==> src/rtl/iq_cap_pkg.sv <==
package iq_cap_pkg;
  // channel tag carried by the select pin in single-bus mode
  typedef enum logic {
    CH_Q = 1'b0,
    CH_I = 1'b1
  } iq_chan_e;

  // which channels hold an unpaired word
  typedef struct packed {
    logic have_i;
    logic have_q;
  } iq_pend_t;
endpackage

==> src/rtl/iq_rst_sync.sv <==
module iq_rst_sync #(
  parameter int STAGES = 2
) (
  input  logic clk,
  input  logic rst_n,
  output logic rst_sync_n
);
  logic [STAGES-1:0] chain_q;

  always_ff @(posedge clk or negedge rst_n) begin
    if (!rst_n) chain_q <= '0;
    else        chain_q <= {chain_q[STAGES-2:0], 1'b1};
  end

  assign rst_sync_n = chain_q[STAGES-1];
endmodule

==> src/rtl/iq_edge_sampler.sv <==
module iq_edge_sampler #(
  parameter int DATA_W = 16
) (
  input  logic              clk,
  input  logic              rst_n,
  input  logic              fall_edge,
  input  logic              dclk,
  input  logic              sel_in,
  input  logic [DATA_W-1:0] bus_a,
  input  logic [DATA_W-1:0] bus_b,
  output logic              cap_stb,
  output logic              cap_sel,
  output logic [DATA_W-1:0] cap_a,
  output logic [DATA_W-1:0] cap_b
);
  logic              dclk_q, dclk_qq;
  logic              sel_q;
  logic [DATA_W-1:0] a_q, b_q;
  logic              rise_seen, fall_seen;

  // bus and data clock sampled together so a word stays aligned with its edge
  always_ff @(posedge clk or negedge rst_n) begin
    if (!rst_n) begin
      dclk_q  <= 1'b0;
      dclk_qq <= 1'b0;
      sel_q   <= 1'b0;
      a_q     <= '0;
      b_q     <= '0;
    end else begin
      dclk_q  <= dclk;
      dclk_qq <= dclk_q;
      sel_q   <= sel_in;
      a_q     <= bus_a;
      b_q     <= bus_b;
    end
  end

  always_comb begin
    rise_seen = dclk_q & ~dclk_qq;
    fall_seen = ~dclk_q & dclk_qq;
    cap_stb   = fall_edge ? fall_seen : rise_seen;
  end

  assign cap_sel = sel_q;
  assign cap_a   = a_q;
  assign cap_b   = b_q;
endmodule

==> src/rtl/iq_pair_steer.sv <==
module iq_pair_steer
  import iq_cap_pkg::*;
#(
  parameter int DATA_W = 16
) (
  input  logic              clk,
  input  logic              rst_n,
  input  logic              dual_port,
  input  logic              cap_stb,
  input  logic              cap_sel,
  input  logic [DATA_W-1:0] cap_a,
  input  logic [DATA_W-1:0] cap_b,
  output logic              pair_fire,
  output logic              pair_v,
  output logic [DATA_W-1:0] pair_i,
  output logic [DATA_W-1:0] pair_q
);
  iq_pend_t          pend_q, pend_d;
  logic [DATA_W-1:0] hold_i_q, hold_i_d;
  logic [DATA_W-1:0] hold_q_q, hold_q_d;
  logic [DATA_W-1:0] pair_i_q, pair_i_d;
  logic [DATA_W-1:0] pair_q_q, pair_q_d;
  logic              pair_v_q;
  logic              fire;

  always_comb begin
    pend_d   = pend_q;
    hold_i_d = hold_i_q;
    hold_q_d = hold_q_q;
    pair_i_d = pair_i_q;
    pair_q_d = pair_q_q;
    fire     = 1'b0;
    if (dual_port) begin
      pend_d = '0;
      if (cap_stb) begin
        fire     = 1'b1;
        pair_i_d = cap_a;
        pair_q_d = cap_b;
      end
    end else if (cap_stb) begin
      if (iq_chan_e'(cap_sel) == CH_I) begin
        hold_i_d      = cap_a;
        pend_d.have_i = 1'b1;
      end else begin
        hold_q_d      = cap_a;
        pend_d.have_q = 1'b1;
      end
      if (pend_d.have_i && pend_d.have_q) begin
        fire     = 1'b1;
        pair_i_d = hold_i_d;
        pair_q_d = hold_q_d;
        pend_d   = '0;
      end
    end
  end

  always_ff @(posedge clk or negedge rst_n) begin
    if (!rst_n) begin
      pend_q   <= '0;
      hold_i_q <= '0;
      hold_q_q <= '0;
      pair_i_q <= '0;
      pair_q_q <= '0;
      pair_v_q <= 1'b0;
    end else begin
      pend_q   <= pend_d;
      hold_i_q <= hold_i_d;
      hold_q_q <= hold_q_d;
      pair_i_q <= pair_i_d;
      pair_q_q <= pair_q_d;
      pair_v_q <= fire;
    end
  end

  assign pair_fire = fire;
  assign pair_v    = pair_v_q;
  assign pair_i    = pair_i_q;
  assign pair_q    = pair_q_q;
endmodule

==> src/rtl/iq_ofs_lane.sv <==
module iq_ofs_lane #(
  parameter int DATA_W    = 16,
  parameter int OFS_W     = 10,
  parameter int OFS_SHIFT = 2
) (
  input  logic              clk,
  input  logic              rst_n,
  input  logic              load,
  input  logic              offset_bin,
  input  logic              ofs_neg,
  input  logic [OFS_W-1:0]  ofs_mag,
  input  logic [DATA_W-1:0] word,
  output logic [DATA_W-1:0] result
);
  localparam int SUM_W = DATA_W + 2;
  localparam int PAD_W = SUM_W - OFS_W - OFS_SHIFT;
  localparam logic [DATA_W-1:0] POS_LIM = {1'b0, {(DATA_W-1){1'b1}}};
  localparam logic [DATA_W-1:0] NEG_LIM = {1'b1, {(DATA_W-1){1'b0}}};

  logic [DATA_W-1:0] conv;
  logic [SUM_W-1:0]  word_x, ofs_u, ofs_x, sum;
  logic [DATA_W-1:0] res_d, res_q;
  logic              in_range;

  always_comb begin
    conv             = word;
    conv[DATA_W-1]   = word[DATA_W-1] ^ offset_bin;
    word_x           = {{2{conv[DATA_W-1]}}, conv};
    ofs_u            = {{PAD_W{1'b0}}, ofs_mag, {OFS_SHIFT{1'b0}}};
    ofs_x            = ofs_neg ? (~ofs_u + SUM_W'(1)) : ofs_u;
    sum              = word_x + ofs_x;
    in_range         = (&sum[SUM_W-1:DATA_W-1]) | ~(|sum[SUM_W-1:DATA_W-1]);
    if (in_range)          res_d = sum[DATA_W-1:0];
    else if (sum[SUM_W-1]) res_d = NEG_LIM;
    else                   res_d = POS_LIM;
  end

  always_ff @(posedge clk or negedge rst_n) begin
    if (!rst_n)    res_q <= '0;
    else if (load) res_q <= res_d;
  end

  assign result = res_q;
endmodule

==> src/rtl/iq_capture_top.sv <==
module iq_capture_top #(
  parameter int DATA_W    = 16,
  parameter int OFS_W     = 10,
  parameter int OFS_SHIFT = 2
) (
  input  logic              clk,
  input  logic              rst_n,
  input  logic              cfg_offset_bin,
  input  logic              cfg_dual_port,
  input  logic              cfg_fall_edge,
  input  logic [OFS_W-1:0]  cfg_ofs_mag_i,
  input  logic              cfg_ofs_neg_i,
  input  logic [OFS_W-1:0]  cfg_ofs_mag_q,
  input  logic              cfg_ofs_neg_q,
  input  logic              dclk,
  input  logic              sel_i,
  input  logic [DATA_W-1:0] bus_a,
  input  logic [DATA_W-1:0] bus_b,
  output logic [DATA_W-1:0] out_i,
  output logic [DATA_W-1:0] out_q,
  output logic              out_valid
);
  localparam int LANES = 2;

  logic              rst_int_n;
  logic              cap_stb, cap_sel;
  logic [DATA_W-1:0] cap_a, cap_b;
  logic              pair_fire, pair_v;
  logic [DATA_W-1:0] pair_i, pair_q;

  logic [LANES-1:0][OFS_W-1:0]  cfg_mag;
  logic [LANES-1:0]             cfg_neg;
  logic [LANES-1:0][OFS_W-1:0]  snap_mag_q;
  logic [LANES-1:0]             snap_neg_q;
  logic                         snap_fmt_q;
  logic [LANES-1:0][DATA_W-1:0] lane_in, lane_out;
  logic                         out_v_q;

  assign cfg_mag = {cfg_ofs_mag_q, cfg_ofs_mag_i};
  assign cfg_neg = {cfg_ofs_neg_q, cfg_ofs_neg_i};
  assign lane_in = {pair_q, pair_i};

  iq_rst_sync #(.STAGES(2)) rst_sync_i (
    .clk        (clk),
    .rst_n      (rst_n),
    .rst_sync_n (rst_int_n)
  );

  iq_edge_sampler #(.DATA_W(DATA_W)) sampler_i (
    .clk       (clk),
    .rst_n     (rst_int_n),
    .fall_edge (cfg_fall_edge),
    .dclk      (dclk),
    .sel_in    (sel_i),
    .bus_a     (bus_a),
    .bus_b     (bus_b),
    .cap_stb   (cap_stb),
    .cap_sel   (cap_sel),
    .cap_a     (cap_a),
    .cap_b     (cap_b)
  );

  iq_pair_steer #(.DATA_W(DATA_W)) steer_i (
    .clk       (clk),
    .rst_n     (rst_int_n),
    .dual_port (cfg_dual_port),
    .cap_stb   (cap_stb),
    .cap_sel   (cap_sel),
    .cap_a     (cap_a),
    .cap_b     (cap_b),
    .pair_fire (pair_fire),
    .pair_v    (pair_v),
    .pair_i    (pair_i),
    .pair_q    (pair_q)
  );

  // settings frozen in the cycle a pair completes
  always_ff @(posedge clk or negedge rst_int_n) begin
    if (!rst_int_n) begin
      snap_mag_q <= '0;
      snap_neg_q <= '0;
      snap_fmt_q <= 1'b0;
    end else if (pair_fire) begin
      snap_mag_q <= cfg_mag;
      snap_neg_q <= cfg_neg;
      snap_fmt_q <= cfg_offset_bin;
    end
  end

  for (genvar g = 0; g < LANES; g++) begin : g_lane
    iq_ofs_lane #(
      .DATA_W    (DATA_W),
      .OFS_W     (OFS_W),
      .OFS_SHIFT (OFS_SHIFT)
    ) lane_i (
      .clk        (clk),
      .rst_n      (rst_int_n),
      .load       (pair_v),
      .offset_bin (snap_fmt_q),
      .ofs_neg    (snap_neg_q[g]),
      .ofs_mag    (snap_mag_q[g]),
      .word       (lane_in[g]),
      .result     (lane_out[g])
    );
  end

  always_ff @(posedge clk or negedge rst_int_n) begin
    if (!rst_int_n) out_v_q <= 1'b0;
    else            out_v_q <= pair_v;
  end

  assign out_i     = lane_out[0];
  assign out_q     = lane_out[1];
  assign out_valid = out_v_q;
endmodule

==> config.mk <==
export PLATFORM = sky130hd
export DESIGN_NAME = iq_capture_top
export DESIGN_NICKNAME = d
export VERILOG_FILES = /design/src/rtl/iq_cap_pkg.sv /design/src/rtl/iq_rst_sync.sv /design/src/rtl/iq_edge_sampler.sv /design/src/rtl/iq_pair_steer.sv /design/src/rtl/iq_ofs_lane.sv /design/src/rtl/iq_capture_top.sv
export SDC_FILE = /design/constraint.sdc
export NUM_CORES = 1
export LEC_CHECK = 0
export CORE_AREA = 10 10 158 160
export CTS_BUF_LIST = sky130_fd_sc_hd__clkbuf_16
export CTS_CLUSTER_SIZE = 8
export DETAILED_ROUTE_END_ITERATION = 6
export DIE_AREA = 0 0 168 170
export GPL_TIMING_DRIVEN = 0
export MAX_ROUTING_LAYER = met4
export PLACE_DENSITY = 0.63
export SLEW_MARGIN = 5
export SYNTH_ARGS = -nofsm -noshare
export SYNTH_HDL_FRONTEND = slang
export SYNTH_HIERARCHICAL = 1
export SYNTH_SLANG_ARGS = --single-unit
export TNS_END_PERCENT = 100
==> constraint.sdc <==
create_clock -name clk -period 12.51 [get_ports clk]
set_clock_uncertainty 0.2 [all_clocks]
set_input_delay 1.251 -clock clk [delete_from_list [all_inputs] [get_ports clk]]
set_output_delay 1.251 -clock clk [all_outputs]
set_load 0.01 [all_outputs]
## Yosys cells after proc, flatten, opt, wreduce, memory -nomap -nowiden

Cells that the tools add are included.

| storage, ports and cells | value |
|---|---|
| flip-flop bits (word level) | 160 |
| input port bits | 61 |
| output and inout bits | 33 |
| logic and storage cells | 76 |

| operators by class | value |
|---|---|
| add/subtract/negate cells | 4 |
| multiplexer cells | 30 |
| bitwise logic cells | 13 |
| reductions and logical operators | 9 |

Operators with widths:

| kind | number |
|---|---|
| $mux 16 | 14 |
| $add 18x1->18 const B | 2 |
| $add 18x18->18 | 2 |
| $mux 18 | 2 |
| $not 12->18 | 2 |
| $mux 1 | 11 |
| $mux 2 | 3 |
| $reduce_and 3->1 | 2 |
| $reduce_or 3->1 | 2 |
| $not 1->1 | 5 |
| $reduce_and 2->1 | 2 |
| $reduce_bool 2->1 | 2 |
| $and 1x1->1 | 2 |
| $or 1x1->1 | 2 |
| $xor 1x1->1 | 2 |
| $logic_and 1x1->1 | 1 |

## Depth between registers and ports, before layout

Gate-level depths: netlist (run 1).

| depth | value |
|---|---|
| word-level depth | 9 |
| depth in mapped cells | 16 |
| depth with buffers taken out | 14 |

## Cells and area by module

Netlist (run 1), hierarchy kept.

By module, submodules not included:

| module | instances | cells each | area each (um^2) | sequential area each (um^2) |
|---|---|---|---|---|
| iq_pair_steer | 1 | 238 | 3141.8 | 1676.6 |
| iq_ofs_lane at g_lane[0].lane_i | 1 | 209 | 1780.5 | 400.4 |
| iq_ofs_lane at g_lane[1].lane_i | 1 | 207 | 1780.5 | 400.4 |
| iq_edge_sampler | 1 | 38 | 898.4 | 875.8 |
| iq_capture_top | 1 | 49 | 882.1 | 600.6 |
| iq_rst_sync | 1 | 3 | 53.8 | 50.0 |

## Worst setup path before layout (run 1)

No wires, ideal clock.

| path | value |
|---|---|
| path type | register -> register |
| start point | reg snap_mag_q[0] in the netlist's numbering |
| end point | reg g_lane[0].lane_i.res_q[0] |
| setup time | 0.081 ns |
| arrival | 3.217 ns |
| data required time | 12.229 ns |
| slack | 9.011 ns |
| cell stages (with the launch flop) | 16 |
| path buffers | 2 |
| period minus slack after synthesis | 3.499 ns |
| path through | dfrtp_1 > inv_1 > ha_1 > a21boi_0 > nor2_1 > xnor2_1 > ha_1 > buf_2 > and3_1 > a221o_1 > a2111oi_4 > o211ai_2 > o21ai_2 > nand2_2 > buf_6 > o22ai_2 |

| between the ends | value |
|---|---|
| word-level cells in the longest chain between the ends | 8 |
| elaborated cells on any way between the ends | 10 |
| those cells by class | add/sub: 2; mux: 3; bitwise: 3; reduce/logical: 2 |

RTL lines:

| what | RTL line | RTL |
|---|---|---|
| start: declaration | iq_capture_top.sv:33 | `logic [LANES-1:0][OFS_W-1:0] snap_mag_q;` |
| start signal: assignment | iq_capture_top.sv:84 | `snap_mag_q <= cfg_mag;` |
| $not 12->18 | iq_ofs_lane.sv:30 | `ofs_x = ofs_neg ? (~ofs_u + SUM_W'(1)) : ofs_u;` |
| $add 18x1->18 | iq_ofs_lane.sv:30 |  |
| $mux 18 * | iq_ofs_lane.sv:30 |  |
| $add 18x18->18 * | iq_ofs_lane.sv:31 | `sum = word_x + ofs_x;` |
| $reduce_or 3->1 | iq_ofs_lane.sv:32 | `in_range = (&sum[SUM_W-1:DATA_W-1]) \| ~(\|sum[SUM_W-1:DATA_W-1]);` |
| $not 1->1 | iq_ofs_lane.sv:32 |  |
| $or 1x1->1 | iq_ofs_lane.sv:32 |  |
| $mux 16 * | iq_ofs_lane.sv:33 | `if (in_range) res_d = sum[DATA_W-1:0];` |
| end signal: assignment | iq_ofs_lane.sv:40 | `else if (load) res_q <= res_d;` |
| end: declaration | iq_ofs_lane.sv:22 | `logic [DATA_W-1:0] res_d, res_q;` |

Every way passes the cells marked *; elsewhere a longest branch is shown, timed or not.
A chain may end at the register's enable or synchronous reset.

## Worst setup path after layout (run 1)

| path | value |
|---|---|
| start point | reg snap_mag_q[0] in the netlist's numbering |
| end point | reg g_lane[0].lane_i.res_q[13] |

The elaborated chain is that of the path after synthesis.

==> results of run 1 <==
==> worst reg2reg max path, stage by stage (launching register included) <==
cell and delay [ns]:
dfrtp_1 0.47, inv_1 0.08, ha_1 0.22, a21boi_0 0.55
nor2_1 0.13, xnor2_1 0.16, ha_1 0.27, buf_2 0.17
a21oi_1 0.16, o21ai_1 0.18, a31oi_1 0.23, o31ai_1 0.11
xnor2_1 0.41, o21ai_2 0.12, nand2_2 0.17, buf_6 0.19
o22ai_2 0.09
==> final timing paths <==
kind | endpoint | slack, ns | cells past startpoint
max | g_lane[0].lane_i/result[13] | 8.47 | 16
max in group asynchronous | rst_sync_i/chain_q[1] | 11.19 | 1
max reg2reg | g_lane[0].lane_i/result[13] | 8.47 | 16
min in group clk | rst_sync_i/chain_q[1] | 0.15 | 0
min | sampler_i/cap_b[8] | 0.12 | 0
min reg2reg | sampler_i/cap_b[8] | 0.12 | 0
==> flip-flops by register name, indices dropped and copies added (netlist names), 2 cells and up <==
name / count
g_lane.lane_i/result: 32
rst_sync_i/chain_q: 2
sampler_i/cap_a: 16
sampler_i/cap_b: 16
snap_mag_q: 20
snap_neg_q: 2
steer_i/hold_i_q: 16
steer_i/hold_q_q: 16
steer_i/pair_i: 16
steer_i/pair_q: 16
steer_i/pend_q: 2
==> power breakdown <==
group          total [mW]  internal [mW]  switching, mW
sequential          0.743          0.648         0.0948
combinational        1.36          0.650          0.713
clock               0.518          0.298          0.221
total                2.62           1.60           1.03
==> cell families after synthesis <==
logic type	Yosys count	share of synthesized area
other	1	0.000439
and+or+nand+nor	151	0.0838
xor gates and xnor gates	38	0.0399
muxes	108	0.153
adders and majority gates	34	0.0516
AOI/OAI and AO/OA	179	0.157
buffers and inverters	73	0.0448
DFF	160	0.469
==> cells in the mapped netlist (6+ instances only) <==
cell type / n / area share
nand3_1: 6 / 0.0035
buf_2: 6 / 0.0035
mux2_2: 61 / 0.080
o22ai_2: 24 / 0.035
mux2_4: 30 / 0.053
o21ai_0: 50 / 0.029
nor2_1: 48 / 0.021
a21o_1: 11 / 0.0097
ha_1: 32 / 0.047
nand2b_1: 8 / 0.0059
buf_6: 12 / 0.016
xor2_1: 9 / 0.0092
o22ai_1: 6 / 0.0044
xnor2_1: 28 / 0.029
mux2i_1: 17 / 0.020
o21a_1: 12 / 0.011
a21oi_1: 28 / 0.016
and3_1: 6 / 0.0044
dfrtp_1: 160 / 0.47
nand2_1: 50 / 0.022
clkbuf_1: 9 / 0.0040
inv_1: 43 / 0.019
==> through the flow <==
step / utilization / worst slack [ns] / cell area [um2] / cells / hold slack [ns]
after floorplan: - / 7.52 / 8540 / 744 / 0.131
after global placement: 0.453 / 5.68 / 9820 / 1117 / 0.134
after detailed placement: 0.455 / 8.54 / 9880 / 1119 / 0.139
after CTS: 0.482 / 8.49 / 10500 / 1151 / 0.145
after global routing: 0.482 / 8.11 / 10500 / 1151 / 0.157
final: 0.482 / 8.47 / 10500 / 1151 / 0.118
==> final cells by class <==
class / count / area [um2] / share of cell area
plain buffers: 30 / 221 / 0.0212
multi-input cells: 511 / 4150 / 0.397
repair buffers: 95 / 986 / 0.0942
inverters: 43 / 161 / 0.0154
flip-flops and latches: 160 / 4010 / 0.383
clock buffers: 17 / 425 / 0.0407
well taps: 280 / 350 / 0.0335
clock inverters: 15 / 160 / 0.0153
==> routing by layer <==
layer,wire length [um],up-vias
li1,-,2879
met1,9330,2777
met2,8810,97
met3,625,12
met4,196,0
met5,0,-
==> flow_metrics.tcl, run 1 <==
set metrics [dict create \
    p_leak_nw 4.57 \
    first_global_vias 5954 \
    cp_top_family "compound AO/OA/AOI/OAI gates" \
    required_ns 12.58 \
    ys_seq_elements 160 \
    rsz0062_at_grt "no" \
    die_area_um2 28600 \
    syn_nets 839 \
    p_per_area_nw_per_um2 251 \
    timing.rr.start "snap_mag_q[0]" \
    cts_tree "yes" \
    numCtsBuffers 17 \
    cpMaxStageDelayCell "a21boi_0" \
    clk_pin_slew_ns 0.06 \
    gp_congestion 0.853 \
    fin_crit_sh 0.323 \
    post-dp-hpwl_mm 14.7 \
    tns_ns 0 \
    die_h_um 170 \
    clock_sinks 160 \
    layout_common_cells "dfrtp_1, clkdlybuf4s50_1, mux2_2" \
    overflow 0 \
    grt_util_met1 0.187 \
    grt_pass1_wl_mm 31.5 \
    diodes 0 \
    grt.met2_usage 0.212 \
    postRouteAntennaNets 0 \
    synth_edf_count 0 \
    die_w_um 168 \
    hold_path.class "register to asynchronous set/reset pin" \
    initial_core_util 0.394 \
    htreeDepth 4 \
    totalWireLength_mm 19.0 \
    crit_path_start "snap_mag_q[0]" \
    total_power_mw 2.62 \
    grt.busiest_layer "met2" \
    synth_async_sr_flop_share 1.00 \
    cap_violations 0 \
    status "finished, final reports clean" \
    end_kind "register" \
    cp_data_arrival_time_ns 4.11 \
    nets 953 \
    antenna_found_initial 0 \
    cts_hold_buffers 0 \
    fill_cells 1965 \
    synthFlopType "dfrtp_1" \
    yosys_warnings 6 \
    drc_errors 0 \
    final_common_cell "dfrtp_1" \
    grt_util_met3 0.0258 \
    clk_path_buf_depth 2 \
    crit_buf_inv 3 \
    ys_seq_area_frac 0.469 \
    drt_iter0_drc 257 \
    vias_per_cell 5.01 \
    post_cts_buffers 0 \
    cts_root_buf "clkbuf_16" \
    cp-start-kind "register" \
    fp-row-count 54 \
    numPortBuffers 93 \
    setup_viol 0 \
    syn_area_per_cell_um2 11.5 \
    final_max_slew_viol_count 0 \
    path_cells "inv_1 -> ha_1 -> a21boi_0 -> nor2_1 -> xnor2_1 -> ha_1 -> buf_2 -> a21oi_1 -> o21ai_1 -> a31oi_1 -> o31ai_1 -> xnor2_1 -> o21ai_2 -> nand2_2 -> buf_6 -> o22ai_2" \
    grt_util_all_layers 0.140 \
    yosysUniqueCellTypes 61 \
    syn_inst 744 \
    maxSlewHeadroom 0.544 \
    cts_resized 0 \
    worst_pin_slew_ns 0.678 \
    grt_max_degree 63 \
    cp_max_fo 10 \
    period_needed_ns 4.04 \
    firstDrtPassIters 4 \
    vdd_ir_drop_max_uv 113 \
    clk-insertion-delay-late_ns 0.43 \
    post_drt_wl_per_cell_um 16.5 \
    area_growth_pct 22.6 \
    cpPeakStageDelay_ns 0.55 \
    drive_above_1_share 0.222 \
    dr_total_vias 5765 \
    fmax_mhz 248 \
    core_um2 21700 \
    final-hold-violation-count 0 \
    netlist_area_um2 8540 \
    ios 94 \
    critical_path_class "register to register" \
]
Note: power is estimated with default switching activity, not from simulation.
==> run 2, diff against run 1 <==
==> constraint.sdc (replaced) <==
create_clock -name clk -period 4.1 [get_ports clk]
set_clock_uncertainty 0.2 [all_clocks]
set_input_delay 0.41 -clock clk [delete_from_list [all_inputs] [get_ports clk]]
set_output_delay 0.41 -clock clk [all_outputs]
set_load 0.01 [all_outputs]
==> run 2 against run 1 <==
Fmax is 5.8% higher. Wire length down 0.32%. Final cell count rose by 0.17%. Sequential share of layout area shrank 0.22 points. Via count is 0.97% lower. Register-to-register slack got worse by 8.2 ns. Global-route usage shrank 0.31 points. Clock power grew to 3.1 times the previous value. Critical endpoint unchanged. Largest cell class unchanged. Highest routed layer unchanged.
==> flow_metrics.tcl, run 2 (synthesis results as in run 1) <==
set metrics [dict create \
    status "finished, final reports clean" \
    final_common_cell "dfrtp_1" \
    antenna_found_initial 0 \
    die_area_um2 28600 \
    post_drt_wl_per_cell_um 16.4 \
    fp-row-count 54 \
    reg2reg_slack_ns 0.28 \
    final_area_um2 10500 \
    tns_ns 0 \
    fin_crit_sh 0.931 \
    die_h_um 170 \
    clock_sinks 160 \
    final_max_slew_viol_count 0 \
    post-dp-hpwl_mm 14.6 \
    core_um2 21700 \
    firstDrtPassIters 4 \
    totalWireLength_mm 18.9 \
    clk_pin_slew_ns 0.06 \
    dpl-instance-area_um2 9880 \
    cts_root_buf "clkbuf_16" \
    numCtsBuffers 17 \
    vdd_ir_drop_max_uv 280 \
    dr_total_vias 5709 \
    cp_data_arrival_time_ns 3.95 \
    final-hold-violation-count 0 \
    largest_reg_flops 32 \
    required_ns 4.24 \
    cts_tree "yes" \
    grt_util_all_layers 0.136 \
    hold_path.class "register to asynchronous set/reset pin" \
    p_per_area_nw_per_um2 763 \
    fmax_mhz 262 \
    maxSlewHeadroom 0.541 \
    end_kind "register" \
    dp.cells 1119 \
    clk_path_buf_depth 2 \
    postRouteAntennaNets 0 \
    initial_core_util 0.394 \
    die_w_um 168 \
    area_growth_pct 23.3 \
    grt_max_degree 66 \
    vias_per_cell 4.95 \
    numPortBuffers 93 \
    critical_path_class "register to register" \
    gp_congestion 0.859 \
    clk-insertion-delay-late_ns 0.43 \
    p_leak_nw 4.60 \
    rsz0062_at_grt "no" \
    htreeDepth 4 \
    cp_max_fo 10 \
    layout_common_cells "dfrtp_1, clkdlybuf4s50_1, mux2_2" \
    drive_above_1_share 0.228 \
    overflow 0 \
    ios 94 \
    drt_iter0_drc 289 \
    finalNonFillerCells 1153 \
    period_needed_ns 3.82 \
    first_global_vias 5839 \
    setup_viol 0 \
    cap_violations 0 \
    diodes 0 \
    worst_pin_slew_ns 0.688 \
    grt_pass1_wl_mm 30.8 \
    drc_errors 0 \
    cp-start-kind "register" \
    nets 956 \
]
[run 2: cell types whose count changed in the layout (fill, tap and decap cells not counted), moves of 2 or more]
cell | previous run | this run
a21boi_0 | 4 | 2
buf_4 | 1 | 3
clkinvlp_4 | 2 | 0
inv_8 | 3 | 1
nor4_1 | 5 | 3
nor4_2 | 0 | 2
o21ai_1 | 3 | 1
o21ai_2 | 3 | 5
[run 2: layout make-up]
type                            instances  area (um2)
Sequential cell                       160        4010
Clock inverter                         14         165
Inverter                               43         161
Timing Repair Buffer                   98        1010
Fill cell                            1938       11200
Multi-Input combinational cell        511        4180
Clock buffer                           17         425
Buffer                                 30         221
Tap cell                              280         350
[run 2: worst max-delay path, stage by stage, from the launching register on]
cell and delay (ns):
dfrtp_1 0.47, inv_1 0.07, ha_1 0.23, a21boi_1 0.37, nor2_1 0.12, xnor2_1 0.18
ha_1 0.25, buf_2 0.16, and3_1 0.18, a221o_1 0.38, a2111oi_4 0.37, o211ai_2 0.16
a21oi_4 0.26, buf_6 0.17, nor2_1 0.07, o22ai_2 0.09
[run 2: path summary, 6_finish.rpt]
check	startpoint	to	cells after the start
worst min register to register	rst_sync_i/chain_q[1]	sampler_i/cap_b[7]	0
max in group asynchronous	rst_sync_i/chain_q[1]	snap_mag_q[7]	1
worst min-delay path	rst_sync_i/chain_q[1]	sampler_i/cap_b[7]	0
worst max-delay path	snap_mag_q[0]	g_lane[0].lane_i/result[13]	15
min in group clk	rst_sync_i/chain_q[0]	rst_sync_i/chain_q[1]	0
worst max register to register	snap_mag_q[0]	g_lane[0].lane_i/result[13]	15
[run 2: stage by stage]
step | power, mW | hold WS, ns | utilization | setup WS (ns)
after CTS | 8.06 | 0.157 | 0.483 | 0.114
after global placement | 6.36 | 0.135 | 0.453 | 0.204
final | 8.03 | 0.139 | 0.485 | 0.284
after detailed placement | 6.43 | 0.143 | 0.455 | 0.162
after floorplan | 5.39 | -0.0856 | - | 0.601
after global routing | 8.68 | 0.168 | 0.485 | 0.00686
[run 2: power by group]
part,internal [mW],switching [mW]
registers,1.98,0.303
clock network,0.956,0.648
logic,2.00,2.15
[run 2: layer usage]
layer / wire length [um] / GRT usage / part of all wire / vias to the layer above
met3: 533 / 0.0272 / 0.028 / 15
met1: 9460 / 0.182 / 0.50 / 2706
met4: 173 / 0.0401 / 0.0092 / 0
met5: 0 / - / 0 / -
met2: 8730 / 0.206 / 0.46 / 106
li1: - / - / - / 2882
[run 2: timing repair]
item                                    CTS  global route
resized for setup                         0             8
endpoints found under the hold margin     2             0
hold buffers                              1             0
endpoints found under the setup margin    0            30
setup buffers                             0             2
==> run 3, diff against run 2 <==
--- a/config.mk
+++ b/config.mk
@@ -5,14 +5,15 @@
 export SDC_FILE = /design/constraint.sdc
 export NUM_CORES = 1
 export LEC_CHECK = 0
-export CORE_AREA = 10 10 158 160
+export CORE_AREA = 10 10 134 136
 export CTS_BUF_LIST = sky130_fd_sc_hd__clkbuf_16
 export CTS_CLUSTER_SIZE = 8
 export DETAILED_ROUTE_END_ITERATION = 6
-export DIE_AREA = 0 0 168 170
+export DIE_AREA = 0 0 144 146
 export GPL_TIMING_DRIVEN = 0
 export MAX_ROUTING_LAYER = met4
-export PLACE_DENSITY = 0.63
+export PLACE_DENSITY = 0.83
+export REMOVE_ABC_BUFFERS = 1
 export SLEW_MARGIN = 5
 export SYNTH_ARGS = -nofsm -noshare
 export SYNTH_HDL_FRONTEND = slang
==> run 3 against run 2 <==
Combinational power is 3% higher. Clock power is 5% higher. Fmax is 0.24% lower. Total power is 2.8% higher. Setup slack worse by 0.0092 ns. Sequential cell count stayed put. Critical endpoint is now g_lane[1].lane_i/result[9]. Largest cell class unchanged. Largest power group unchanged. Highest routed layer unchanged.
==> flow_metrics.tcl, run 3 (synthesis results as in run 1) <==
set metrics [dict create \
    die_area_um2 21000 \
    final_max_slew_viol_count 0 \
    regArea_um2 4010 \
    period_needed_ns 3.83 \
    numCtsBuffers 17 \
    setup_viol 0 \
    seq_power_share 0.278 \
    status "finished, final reports clean" \
    critical_path_class "register to register" \
    clock_sinks 160 \
    firstDrtPassIters 4 \
    timing.rr.start "snap_mag_q[13]" \
    fill_cells 1120 \
    fmax_mhz 261 \
    cts_tree "yes" \
    die_w_um 144 \
    drive_above_1_share 0.217 \
    clk-insertion-delay-late_ns 0.43 \
    die_h_um 146 \
    diodes 0 \
    overflow 0 \
    final_common_cell "dfrtp_1" \
    p_leak_nw 4.52 \
    cp-start-kind "register" \
    required_ns 4.20 \
    nets 928 \
    drt_iter0_drc 439 \
    grt_max_degree 59 \
    post-dp-hpwl_mm 13.0 \
    postRouteAntennaNets 0 \
    p_switching_mw 3.25 \
    numPortBuffers 93 \
    reg2reg_to "g_lane[1].lane_i/result[9]" \
    layout_common_cells "dfrtp_1, clkdlybuf4s50_1, mux2_2" \
    fp-row-count 46 \
    first_global_vias 6085 \
    htreeDepth 4 \
    fin_util 0.665 \
    rsz0062_at_grt "no" \
    initial_core_util 0.551 \
    final-hold-violation-count 0 \
    dr_total_vias 5901 \
    largest_reg_flops 32 \
    p_comb_frac 0.519 \
    p_per_area_nw_per_um2 802 \
    cp_max_fo 15 \
    multi_input_comb_area_um2 4180 \
    worst_pin_slew_ns 1.26 \
    reg2reg_slack_ns 0.27 \
    hold_path.class "register to asynchronous set/reset pin" \
    grt_util_all_layers 0.187 \
    cap_violations 0 \
    clk_path_buf_depth 2 \
    p_int_mw 5.01 \
    cp_data_arrival_time_ns 3.93 \
    swShare 0.394 \
    core_um2 15500 \
    drc_errors 0 \
    vdd_ir_drop_max_uv 430 \
    pwr-share-clk 0.203 \
    fin_crit_sh 0.933 \
    maxSlewHeadroom 0.161 \
    cts_root_buf "clkbuf_16" \
    antenna_found_initial 0 \
    vias_per_cell 5.68 \
    grt_pass1_wl_mm 30.8 \
    gp_congestion 0.880 \
    post_drt_wl_per_cell_um 17.8 \
    totalWireLength_mm 18.5 \
    reg2reg_depth 14 \
    total_power_mw 8.26 \
    ios 94 \
    end_kind "register" \
    clk_pin_slew_ns 0.07 \
    area_growth_pct 20.5 \
]
## run 3: changes by cell type in the layout (fill, tap and decap cells not counted), moves of 2 or more
cell / delta
buf_12: +4
nand2_2: -2
buf_4: -3
inv_8: +2
nand2_4: +2
inv_6: +3
buf_2: -6
buf_6: -12
clkbuf_1: -9
clkinv_1: -2
## run 3: power groups by stage
stage | Combinational, mW | Sequential (mW) | Clock [mW]
3_5_place_dp | 3.98 | 2.32 | 0
4_1_cts | 4.04 | 2.29 | 1.70
3_3_place_gp | 3.85 | 2.32 | 0
6_report | 4.28 | 2.30 | 1.68
5_1_grt | 4.67 | 2.35 | 1.79
2_1_floorplan | 2.95 | 2.31 | 0
## run 3: cell type report
cell class                      count  share of cell area
Clock buffer                       17              0.0413
Clock inverter                     15              0.0191
Inverter                           43              0.0157
Multi-Input combinational cell    511               0.406
Sequential cell                   160               0.390
Tap cell                          192              0.0233
Timing Repair Buffer              100               0.105
## run 3: critical path, cell delays in order, from the launching register on
cell,delay [ns]
dfrtp_1,0.44
nor4_1,0.37
nand2_1,0.20
o41ai_1,0.33
xnor2_1,0.17
ha_1,0.33
and3_1,0.18
a221o_1,0.35
nor4_1,0.20
o21ai_0,0.16
o211ai_1,0.22
a21oi_4,0.10
buf_12,0.17
a21oi_1,0.18
o22ai_1,0.10
## run 3: worst max path at each step
stage | start | endpoint | cells past startpoint
3_5_place_dp | snap_mag_q[0] | g_lane[0].lane_i/result[9] | 13
2_1_floorplan | rst_sync_i/chain_q[1] | g_lane[0].lane_i/result[0] | 0
4_1_cts | snap_mag_q[0] | g_lane[0].lane_i/result[7] | 13
3_3_place_gp | rst_sync_i/chain_q[1] | out_valid | 0
6_report | snap_mag_q[13] | g_lane[1].lane_i/result[9] | 14
5_1_grt | snap_mag_q[13] | g_lane[1].lane_i/result[8] | 12
## run 3: layer usage
layer / track usage / wire length, um / up-vias
met5: - / 0 / -
met4: 0.0598 / 382 / 0
met3: 0.0375 / 851 / 35
met2: 0.284 / 8730 / 170
met1: 0.246 / 8520 / 2874
li1: - / - / 2822
## run 3: through the flow
step           instances  setup slack (ns)  area [um2]  setup TNS, ns  hold slack [ns]
2_1_floorplan        714            -0.888        8320        -140.35          -0.0856
3_3_place_gp         999             -2.56        9490        -443.76            0.136
3_5_place_dp        1003             0.145        9590              0            0.152
4_1_cts             1036             0.106       10200              0            0.166
5_1_grt             1038            0.0224       10300              0            0.167
6_report            1038             0.275       10300              0            0.144
## run 3: repair_timing
item | in CTS | in global routing
setup buffers | 0 | 2
resized for setup | 0 | 7
hold buffers | 1 | 0
setup endpoints to repair | 0 | 30
endpoints found under the hold margin | 2 | 0
